## src/rtl/iorf_pkg.sv

```systemverilog
package iorf_pkg;

    localparam int DATA_W     = 8;
    localparam int ADDR_W     = 16;
    localparam int NUM_PORTS  = 4;
    localparam int NUM_TIMERS = 3;
    localparam int CNT_W      = 4;
    localparam int ROM_BYTES  = 64;
    localparam int ROM_AW     = $clog2(ROM_BYTES);
    localparam int SLOT_W     = 4;
    localparam int PORT_AW    = $clog2(NUM_PORTS);
    localparam int DSP_AW     = 7;

    localparam logic [ADDR_W-SLOT_W-1:0] WIN_TAG = 12'h00F;
    localparam logic [ADDR_W-ROM_AW-1:0] ROM_TAG = {(ADDR_W-ROM_AW){1'b1}};

    // Control byte bit positions (software-visible encoding)
    localparam int CTL_CLR_LO = 4;
    localparam int CTL_CLR_HI = 5;
    localparam int CTL_ROM    = 7;

    typedef enum logic [SLOT_W-1:0] {
        SLOT_TEST  = 4'h0,
        SLOT_CTRL  = 4'h1,
        SLOT_DSEL  = 4'h2,
        SLOT_DDATA = 4'h3,
        SLOT_PORT0 = 4'h4,
        SLOT_PORT1 = 4'h5,
        SLOT_PORT2 = 4'h6,
        SLOT_PORT3 = 4'h7,
        SLOT_SCR0  = 4'h8,
        SLOT_SCR1  = 4'h9,
        SLOT_TGT0  = 4'hA,
        SLOT_TGT1  = 4'hB,
        SLOT_TGT2  = 4'hC,
        SLOT_CNT0  = 4'hD,
        SLOT_CNT1  = 4'hE,
        SLOT_CNT2  = 4'hF
    } slot_e;

    // Fields decoded from a control-byte write
    typedef struct packed {
        logic                  rom_on;
        logic                  clr_hi;
        logic                  clr_lo;
        logic [NUM_TIMERS-1:0] tmr_en;
    } ctl_wr_t;

    // Persistent part of the control byte
    typedef struct packed {
        logic                  rom_on;
        logic [NUM_TIMERS-1:0] tmr_en;
    } ctl_state_t;

    localparam ctl_state_t CTL_RESET = '{rom_on: 1'b1, tmr_en: '0};

    function automatic logic [DATA_W-1:0] rom_byte(input logic [ROM_AW-1:0] idx);
        logic [DATA_W-1:0] prod;
        prod = DATA_W'(idx) * 8'd37;
        return prod + 8'h5A;
    endfunction

endpackage

```

## src/rtl/iorf_decode.sv

```systemverilog
module iorf_decode
    import iorf_pkg::*;
(
    input  logic [ADDR_W-1:0] addr,
    output logic              in_win,
    output logic              in_rom,
    output logic [SLOT_W-1:0] slot
);
    assign in_win = (addr[ADDR_W-1:SLOT_W] == WIN_TAG);
    assign in_rom = (addr[ADDR_W-1:ROM_AW] == ROM_TAG);
    assign slot   = addr[SLOT_W-1:0];
endmodule

```

## src/rtl/iorf_ctrl.sv

```systemverilog
module iorf_ctrl
    import iorf_pkg::*;
(
    input  logic                  clk,
    input  logic                  rst,
    input  logic                  wr_en,
    input  ctl_wr_t               wr,
    output logic [NUM_TIMERS-1:0] tmr_en,
    output logic                  rom_on,
    output logic [1:0]            clr_pair
);
    ctl_state_t state_q;

    always_ff @(posedge clk) begin
        if (rst) begin
            state_q <= CTL_RESET;
        end else if (wr_en) begin
            state_q.rom_on <= wr.rom_on;
            state_q.tmr_en <= wr.tmr_en;
        end
    end

    assign tmr_en   = state_q.tmr_en;
    assign rom_on   = state_q.rom_on;
    assign clr_pair = wr_en ? {wr.clr_hi, wr.clr_lo} : 2'b00;

    a_r4_tmr_en: assert property (@(posedge clk) disable iff (rst)
        wr_en |=> (tmr_en == $past(wr.tmr_en) && rom_on == $past(wr.rom_on)));
endmodule

```

## src/rtl/iorf_mailbox.sv

```systemverilog
module iorf_mailbox
    import iorf_pkg::*;
(
    input  logic                              clk,
    input  logic                              rst,
    input  logic [NUM_PORTS-1:0]              cpu_port_we,
    input  logic [DATA_W-1:0]                 cpu_wdata,
    input  logic                              host_we,
    input  logic [PORT_AW-1:0]                host_port,
    input  logic [DATA_W-1:0]                 host_wdata,
    input  logic [1:0]                        clr_pair,
    output logic [NUM_PORTS-1:0][DATA_W-1:0]  in_q,
    output logic [NUM_PORTS-1:0][DATA_W-1:0]  out_q
);
    for (genvar p = 0; p < NUM_PORTS; p++) begin : g_port
        logic host_hit;
        assign host_hit = host_we && (host_port == PORT_AW'(p));

        always_ff @(posedge clk) begin
            if (rst) begin
                in_q[p] <= '0;
            end else if (clr_pair[p/2]) begin
                in_q[p] <= '0;
            end else if (host_hit) begin
                in_q[p] <= host_wdata;
            end
        end

        always_ff @(posedge clk) begin
            if (rst) begin
                out_q[p] <= '0;
            end else if (cpu_port_we[p]) begin
                out_q[p] <= cpu_wdata;
            end
        end

        a_r8_out_latch: assert property (@(posedge clk) disable iff (rst)
            cpu_port_we[p] |=> (out_q[p] == $past(cpu_wdata)));

        a_r5_clear_wins: assert property (@(posedge clk) disable iff (rst)
            clr_pair[p/2] |=> (in_q[p] == '0));
    end
endmodule

```

## src/rtl/iorf_dsp_link.sv

```systemverilog
module iorf_dsp_link
    import iorf_pkg::*;
(
    input  logic              clk,
    input  logic              rst,
    input  logic              sel_we,
    input  logic              data_we,
    input  logic [DATA_W-1:0] wdata,
    output logic [DATA_W-1:0] sel_q,
    output logic [DSP_AW-1:0] dsp_addr,
    output logic              dsp_we,
    output logic [DATA_W-1:0] dsp_wdata
);
    always_ff @(posedge clk) begin
        if (rst) begin
            sel_q <= '0;
        end else if (sel_we) begin
            sel_q <= wdata;
        end
    end

    assign dsp_addr  = sel_q[DSP_AW-1:0];
    assign dsp_we    = data_we && !sel_q[DATA_W-1];
    assign dsp_wdata = wdata;
endmodule

```

## src/rtl/iorf_regfile.sv

```systemverilog
module iorf_regfile
    import iorf_pkg::*;
(
    input  logic                                 clk,
    input  logic                                 rst,
    input  logic [ADDR_W-1:0]                    cpu_addr,
    input  logic                                 cpu_we,
    input  logic                                 cpu_re,
    input  logic [DATA_W-1:0]                    cpu_wdata,
    output logic [DATA_W-1:0]                    cpu_rdata,
    output logic                                 ram_we,
    output logic [ADDR_W-1:0]                    ram_addr,
    output logic [DATA_W-1:0]                    ram_wdata,
    input  logic [DATA_W-1:0]                    ram_rdata,
    output logic [DSP_AW-1:0]                    dsp_addr,
    output logic                                 dsp_we,
    output logic [DATA_W-1:0]                    dsp_wdata,
    input  logic [DATA_W-1:0]                    dsp_rdata,
    input  logic [PORT_AW-1:0]                   host_port,
    input  logic                                 host_we,
    input  logic [DATA_W-1:0]                    host_wdata,
    output logic [DATA_W-1:0]                    host_rdata,
    output logic [NUM_TIMERS-1:0]                tmr_en,
    output logic [NUM_TIMERS-1:0]                tmr_tgt_we,
    output logic [NUM_TIMERS-1:0]                tmr_cnt_rd,
    input  logic [NUM_TIMERS-1:0][CNT_W-1:0]     tmr_cnt
);
    logic              in_win, in_rom, rom_on;
    logic [SLOT_W-1:0] slot;
    logic              win_we, win_re;
    logic [1:0]        clr_pair;
    logic [DATA_W-1:0] dsel_q;
    logic [NUM_PORTS-1:0]             port_we;
    logic [NUM_PORTS-1:0][DATA_W-1:0] in_q, out_q;
    logic [1:0][DATA_W-1:0]           scr_q;
    ctl_wr_t           ctl_wr;

    iorf_decode u_dec (.addr(cpu_addr), .in_win(in_win), .in_rom(in_rom), .slot(slot));

    assign win_we = cpu_we && in_win;
    assign win_re = cpu_re && in_win;

    // RAM underneath always sees the write
    assign ram_we    = cpu_we;
    assign ram_addr  = cpu_addr;
    assign ram_wdata = cpu_wdata;

    assign ctl_wr = '{rom_on: cpu_wdata[CTL_ROM],
                      clr_hi: cpu_wdata[CTL_CLR_HI],
                      clr_lo: cpu_wdata[CTL_CLR_LO],
                      tmr_en: cpu_wdata[NUM_TIMERS-1:0]};

    iorf_ctrl u_ctrl (
        .clk(clk), .rst(rst),
        .wr_en(win_we && slot == SLOT_CTRL), .wr(ctl_wr),
        .tmr_en(tmr_en), .rom_on(rom_on), .clr_pair(clr_pair)
    );

    iorf_dsp_link u_dsp (
        .clk(clk), .rst(rst),
        .sel_we(win_we && slot == SLOT_DSEL),
        .data_we(win_we && slot == SLOT_DDATA),
        .wdata(cpu_wdata), .sel_q(dsel_q),
        .dsp_addr(dsp_addr), .dsp_we(dsp_we), .dsp_wdata(dsp_wdata)
    );

    for (genvar p = 0; p < NUM_PORTS; p++) begin : g_pwe
        assign port_we[p] = win_we && (slot == SLOT_W'(int'(SLOT_PORT0) + p));
    end

    iorf_mailbox u_mbx (
        .clk(clk), .rst(rst),
        .cpu_port_we(port_we), .cpu_wdata(cpu_wdata),
        .host_we(host_we), .host_port(host_port), .host_wdata(host_wdata),
        .clr_pair(clr_pair), .in_q(in_q), .out_q(out_q)
    );

    assign host_rdata = out_q[host_port];

    for (genvar s = 0; s < 2; s++) begin : g_scr
        always_ff @(posedge clk) begin
            if (rst) begin
                scr_q[s] <= '0;
            end else if (win_we && slot == SLOT_W'(int'(SLOT_SCR0) + s)) begin
                scr_q[s] <= cpu_wdata;
            end
        end
    end

    for (genvar t = 0; t < NUM_TIMERS; t++) begin : g_tmr
        assign tmr_tgt_we[t] = win_we && (slot == SLOT_W'(int'(SLOT_TGT0) + t));
        assign tmr_cnt_rd[t] = win_re && (slot == SLOT_W'(int'(SLOT_CNT0) + t));
    end

    always_comb begin
        cpu_rdata = ram_rdata;
        if (in_rom && rom_on) begin
            cpu_rdata = rom_byte(cpu_addr[ROM_AW-1:0]);
        end
        if (in_win) begin
            unique case (slot_e'(slot))
                SLOT_DSEL:  cpu_rdata = dsel_q;
                SLOT_DDATA: cpu_rdata = dsp_rdata;
                SLOT_PORT0: cpu_rdata = in_q[0];
                SLOT_PORT1: cpu_rdata = in_q[1];
                SLOT_PORT2: cpu_rdata = in_q[2];
                SLOT_PORT3: cpu_rdata = in_q[3];
                SLOT_SCR0:  cpu_rdata = scr_q[0];
                SLOT_SCR1:  cpu_rdata = scr_q[1];
                SLOT_CNT0:  cpu_rdata = DATA_W'(tmr_cnt[0]);
                SLOT_CNT1:  cpu_rdata = DATA_W'(tmr_cnt[1]);
                SLOT_CNT2:  cpu_rdata = DATA_W'(tmr_cnt[2]);
                default:    cpu_rdata = '0;
            endcase
        end
    end

    a_r6_dsp_source: assert property (@(posedge clk) disable iff (rst)
        dsp_we |-> (cpu_we && cpu_addr == 16'h00F3 && dsp_wdata == cpu_wdata));

    a_r10_strobe_onehot: assert property (@(posedge clk) disable iff (rst)
        $onehot0(tmr_cnt_rd) && $onehot0(tmr_tgt_we));
endmodule

```

## config.mk

```make
export PLATFORM = sky130hd
export DESIGN_NAME = iorf_regfile
export DESIGN_NICKNAME = d
export VERILOG_FILES = /design/src/rtl/iorf_pkg.sv /design/src/rtl/iorf_decode.sv /design/src/rtl/iorf_ctrl.sv /design/src/rtl/iorf_mailbox.sv /design/src/rtl/iorf_dsp_link.sv /design/src/rtl/iorf_regfile.sv
export SDC_FILE = /design/constraint.sdc
export NUM_CORES = 1
export LEC_CHECK = 0
export ABC_AREA = 1
export BUFFER_PORTS_ARGS = -buffer_cell sky130_fd_sc_hd__buf_2
export CORE_AREA = 3 3 123 125
export CTS_BUF_LIST = sky130_fd_sc_hd__clkbuf_16
export CTS_CLUSTER_SIZE = 30
export DETAILED_ROUTE_END_ITERATION = 16
export DIE_AREA = 0 0 126 128
export GPL_ROUTABILITY_DRIVEN = 0
export PLACE_DENSITY = 0.59
export SYNTH_ARGS = -nofsm -noshare
export SYNTH_HDL_FRONTEND = slang
export SYNTH_HIERARCHICAL = 1
export SYNTH_SLANG_ARGS = --single-unit
```

## constraint.sdc

```tcl
create_clock -name clk -period 10.3 [get_ports clk]
set_input_delay 3.09 -clock clk [delete_from_list [all_inputs] [get_ports clk]]
set_output_delay 3.09 -clock clk [all_outputs]
set_load 0.005 [all_outputs]
```

**Word-level counts from Yosys, hierarchy flattened**

Cells that the tools add are included.
W data, S select, Z words.

- Magnitude comparators: 1
- Shift-type cells: 0
- Bitwise logic cells: 0
- Reduce and logical (&&, ||, !) cells: 27
- Divide/modulo/power cells: 0
- Multipliers: 1
- Equal/unequal tests: 20
- Multiplexer cells: 6
- $add $sub $neg: 1

Operators by type and width:

| operator | count |
|---|---|
| $pmux W8 S11 | 1 |
| $eq A4 B4 Y1 const B | 8 |
| $mux W8 | 3 |
| $logic_and A1 B1 Y1 | 23 |
| $bmux W8 S2 | 1 |
| $eq A4 B3 Y1 const B | 4 |
| $eq A12 B4 Y1 const B | 1 |
| $eq A10 B10 Y1 const B | 1 |
| $add A8 B7 Y8 const B | 1 |
| $eq A4 B2 Y1 const B | 2 |
| $mul A6 B6 Y8 const B | 1 |
| $eq A2 B2 Y1 const B | 2 |
| $eq A4 B1 Y1 const B | 1 |
| $reduce_or A2 Y1 | 2 |
| $lt A2 B3 Y1 const B | 1 |
| $eq A2 B1 Y1 const B | 1 |
| $logic_not A2 Y1 | 1 |
| $mux W2 | 1 |
| $logic_not A1 Y1 | 1 |

- Logic and storage cells: 69
- Input bits: 67
- Memories: 0
- Bits in registers: 92
- Latch bits: 0
- Bits in read-only memories: 0
- Memory bits (writable): 0
- Output and inout port bits: 66

**Longest topological paths before layout**

- Depth after elaboration: 5
- Mapped depth: 16
- Gate-level depth less buffers: 16

**By module**

Netlist, hierarchy kept.

Modules (own cells, without submodules):

| module | times used | cells an instance | seq. area each (um^2) | area each (um^2) |
|---|---|---|---|---|
| iorf_mailbox | 1 | 328 | 1,281.2 | 2,449.8 |
| iorf_regfile | 1 | 414 | 320.3 | 2,367.3 |
| iorf_dsp_link | 1 | 68 | 160.2 | 461.7 |
| iorf_ctrl | 1 | 29 | 80.1 | 190.2 |
| iorf_decode | 1 | 26 | 0.0 | 117.6 |

**Worst setup path after synthesis**

Ideal clock, no wire load.

- Path kind: input to output
- Start point: input cpu_addr[3]
- End point: output cpu_rdata[7]
- Stages on the path: 16
- Data required time: 7,210 ps
- Buffers on the path: 0
- Data arrival time: 5,158 ps
- Path slack: 2,052 ps
- Cell sequence: ha_1 > ha_1 > inv_1 > fa_1 > inv_1 > ha_1 > ha_1 > nand2_1 > nand2_1 > nor2_1 > nand2_1 > inv_1 > nand3_1 > nand3_1 > nand2_1 > nand2_1

- Cells in the longest elaborated chain, start to end: 4
- Elaborated cells on any way between the ends: 16
- Those cells by class: add/sub: 1; mul: 1; eq/ne: 11; mux: 3

RTL lines:

| element | RTL line | RTL |
|---|---|---|
| start: declaration | iorf_regfile.sv:6 | `input logic [ADDR_W-1:0] cpu_addr,` |
| $mul A6 B6 Y8 | iorf_pkg.sv:59 | `prod = DATA_W'(idx) * 8'd37;` |
| $add A8 B7 Y8 | iorf_pkg.sv:60 | `return prod + 8'h5A;` |
| $mux W8 | iorf_regfile.sv:97 | `if (in_rom && rom_on) begin` |
| $mux W8 * | iorf_regfile.sv:100 | `if (in_win) begin` |
| end: declaration | iorf_regfile.sv:10 | `output logic [DATA_W-1:0] cpu_rdata,` |

Every way passes the cells marked *; elsewhere a longest branch is shown, timed or not.

**Worst setup path after layout**

- Start point: input cpu_addr[1]
- End point: output cpu_rdata[7]

Same word-level chain as after synthesis.

==> impl_metrics.env <==
export IMPL_synth_top_cell_area_share_pct=32.97
export IMPL_postRouteAntennaNets=0
export IMPL_ys_ff_latch=92
export IMPL_die_h_um=128
export IMPL_min_period_ns=8.719
export IMPL_fmax_mhz=114.7
export IMPL_fin_setup_tns_ns=0
export IMPL_postSynthCellCount=865
export IMPL_clk_pin_slew_ns=0.06
export IMPL_start_kind="primary input"
export IMPL_critPathKind="primary input to output port"
export IMPL_finalPower_uw=814.3
export IMPL_p_per_area_nw_per_um2=129.1
export IMPL_syn_cell_area_um2=5587
export IMPL_post_cts_buffers=0
export IMPL_grt_pass1_wl_mm=26.13
export IMPL_synth_fa_ha_area_share_pct=4.076
export IMPL_finalCritPeriodShare_pct=84.65
export IMPL_cts_made_buffers=9
export IMPL_final_max_slew_viol_count=0
export IMPL_dp_slack_ns=1.603
export IMPL_synth_top_family_by_area="simple AND/OR/NAND/NOR gates"
export IMPL_drt_initial_drc_count=455
export IMPL_maxSlewHeadroom_pct=29.85
export IMPL_final_core_util_pct=45.11
export IMPL_synth_edf_count=0
export IMPL_nets=1025
export IMPL_cts_tree="done"
export IMPL_hold_class="flip-flop to flip-flop"
export IMPL_io_pins=133
export IMPL_vias_per_cell=4.829
export IMPL_wl_per_cell_um=14.74
export IMPL_synth_xor_area_share_pct=0.4703
export IMPL_hpwl_mm=12.37
export IMPL_setup_ws_ns=1.581
export IMPL_avgSynthCellArea_um2=6.459
export IMPL_holdBufCountCts=0
export IMPL_die_area_um2=16130
export IMPL_clockBufferDepth=2
export IMPL_cts_sinks=92
export IMPL_die_w_um=126
export IMPL_grt_pass1_vias=4988
export IMPL_finalHoldViolCount=0
export IMPL_final_area_um2=6310
export IMPL_drcViolationCount=0
export IMPL_synth_compound_area_share_pct=10.62
export IMPL_htreeDepth=3
export IMPL_placed_area_um2=6018
export IMPL_clockRootBuffer="clkbuf_16"
export IMPL_critPathCaptureType="output port"
export IMPL_antennaDiodeCount=0
export IMPL_p_leak_nw=2.972
export IMPL_grt_usage_pct=20.29
export IMPL_clkLatencyLatePin_ns=0.34
export IMPL_synth_simple_area_share_pct=37.45
export IMPL_irDropWorstVdd_mv=0.07645
export IMPL_place_port_buffers=132
export IMPL_run_status="finished clean"
export IMPL_critPathMaxFanout=9
export IMPL_syn_num_nets=949
export IMPL_vias=5433
export IMPL_synth_top_area_cell="dfxtp_1"
export IMPL_synth_flop_cell="dfxtp_1"
export IMPL_drtPass1Iterations=5
export IMPL_postRouteWirelength_mm=16.59
export IMPL_rsz0062_at_grt="false"
export IMPL_setup_violations_final=0
export IMPL_maxCapViolations=0
export IMPL_gr_total_overflow=0
export IMPL_finalClockSkew_ns=0
export IMPL_grt_start_max_net_pins=53
export IMPL_initial_core_util_pct=39.94
export IMPL_muxShareOfSynthArea_pct=0
export IMPL_ys_seq_area_share_pct=32.97
export IMPL_num_rows=43
export IMPL_yosys_warnings=6
export IMPL_drive_gt1_share_pct=19.58
export IMPL_worst_slew_pin_slew_ns=1.052
export IMPL_cp_required_ns=7.21
export IMPL_cts_resized=0
export IMPL_arrival_ns=5.63
export IMPL_antenna_found_initial=0
export IMPL_syn_to_final_growth_pct=12.95
export IMPL_ys_top_cells_by_area="dfxtp_1 33%, nand2_1 19%, nor2_1 8.3%"
export IMPL_synthArstFlopShare_pct=0
export IMPL_core_region_area_um2=13990
export IMPL_ys_types=35
## per-stage QoR
step                      std cells  hold slack (ns)
after floorplan                 865           0.4281
after detailed placement       1110           0.4485
after CTS                      1125           0.4589
after global routing           1125           0.4716
final                          1125           0.4595
after global placement         1110           0.4453
## state kept, by name, summed over array words and instances (netlist names)
name	count
scr_q	16
u_ctrl/tmr_en	3
u_mbx/in_q	32
u_mbx/out_q	32
u_ctrl/rom_on	1
u_dsp/sel_q	8
## area by class of cell
class	instances	area [µm²]
Fill cell	1499	7679
Multi-Input combinational cell	617	2939
Sequential cell	92	1842
Timing Repair Buffer	136	690.7
Inverter	85	321.6
Clock buffer	9	225.2
Tap cell	180	225.2
Clock inverter	6	66.31
## cells by family after synthesis
kind of cell | after synthesis
AO/OA/AOI/OAI | 108
AND/OR/NAND/NOR | 489
flip-flops | 92
XOR/XNOR | 3
adder cells (fa/ha/maj) | 17
buffers and inverters | 156
## cell usage in the layout (no fill, tap or decap)
| master | netlist | layout |
|---|---|---|
| nand3_2 | 2 | 2 |
| nor3_1 | 9 | 9 |
| inv_4 | 1 | 1 |
| o21ai_1 | 1 | 1 |
| nand2_4 | 5 | 5 |
| a211oi_2 | 1 | 1 |
| inv_6 | 0 | 1 |
| a21o_1 | 1 | 1 |
| o211ai_1 | 1 | 1 |
| nand3_1 | 22 | 22 |
| ha_1 | 15 | 15 |
| xor2_1 | 2 | 2 |
| o21ai_0 | 28 | 28 |
| clkbuf_16 | 0 | 9 |
| nand2_1 | 285 | 285 |
| a21boi_0 | 8 | 8 |
| nor2_1 | 124 | 124 |
| o22ai_1 | 8 | 8 |
| nor2_4 | 10 | 10 |
| clkinvlp_4 | 0 | 2 |
| nand4_1 | 13 | 13 |
| nor3_2 | 1 | 1 |
| inv_1 | 79 | 80 |
| inv_2 | 4 | 4 |
| clkinv_1 | 1 | 1 |
| nand3b_1 | 7 | 7 |
| clkinv_4 | 0 | 1 |
| xnor2_1 | 1 | 1 |
| nor2_2 | 6 | 6 |
| a211oi_1 | 4 | 4 |
| fa_1 | 2 | 2 |
| buf_4 | 50 | 4 |
| a21oi_1 | 56 | 56 |
| bufinv_16 | 0 | 1 |
| nand2_2 | 5 | 5 |
| dfxtp_1 | 92 | 92 |
| buf_2 | 6 | 132 |
## power by group
group | total [mW] | switching, mW | leakage, nW | internal (mW)
Clock | 0.326 | 0.139 | 0.139 | 0.187
Combinational | 0.124 | 0.0784 | 2.09 | 0.0453
Sequential | 0.364 | 0.00293 | 0.744 | 0.362
Total | 0.814 | 0.220 | 2.97 | 0.594
## path summary, 6_finish.rpt
path	to	slack [ns]	startpoint	cells after the start
hold reg to reg	u_mbx/out_q[22]	0.46	u_mbx/out_q[22]	2
setup / recovery	cpu_rdata[7]	1.58	cpu_addr[1]	18
hold / removal	u_mbx/out_q[22]	0.46	u_mbx/out_q[22]	2
setup reg to reg	scr_q[2]	9.62	scr_q[2]	2
## worst max-delay path, stage by stage
cell and delay, ns:
buf_2 0.24, inv_1 0.10, ha_1 0.29, inv_1 0.05
fa_1 0.49, inv_1 0.05, ha_1 0.27, ha_1 0.33
nand2_1 0.08, nor2_1 0.09, nand2_1 0.05, nand2_1 0.08
inv_1 0.04, nand3_1 0.07, nand3_1 0.08, nand2_1 0.07
nand2_1 0.04, buf_2 0.12
## synth_stat cells, types with 2 or more instances
| library cell | instances |
|---|---|
| nand2_1 | 285 |
| nor2_1 | 124 |
| dfxtp_1 | 92 |
| inv_1 | 79 |
| a21oi_1 | 56 |
| buf_4 | 50 |
| o21ai_0 | 28 |
| nand3_1 | 22 |
| ha_1 | 15 |
| nand4_1 | 13 |
| nor2_4 | 10 |
| clkbuf_1 | 9 |
| nor3_1 | 9 |
| a21boi_0 | 8 |
| o22ai_1 | 8 |
| nand3b_1 | 7 |
| buf_2 | 6 |
| nor2_2 | 6 |
| nand2_2 | 5 |
| nand2_4 | 5 |
| a211oi_1 | 4 |
| inv_2 | 4 |
| buf_1 | 3 |
| buf_6 | 3 |
| fa_1 | 2 |
| nand3_2 | 2 |
| xor2_1 | 2 |
## routing by layer
metal	global-route usage, %	vias to the layer above	wire length (µm)
met2	34.30	174	7864
met4	5.741	0	280
met5	0	-	0
li1	-	2821	-
met1	26.53	2420	7400
met3	3.833	18	1039
(Power assumes the default switching activity.)
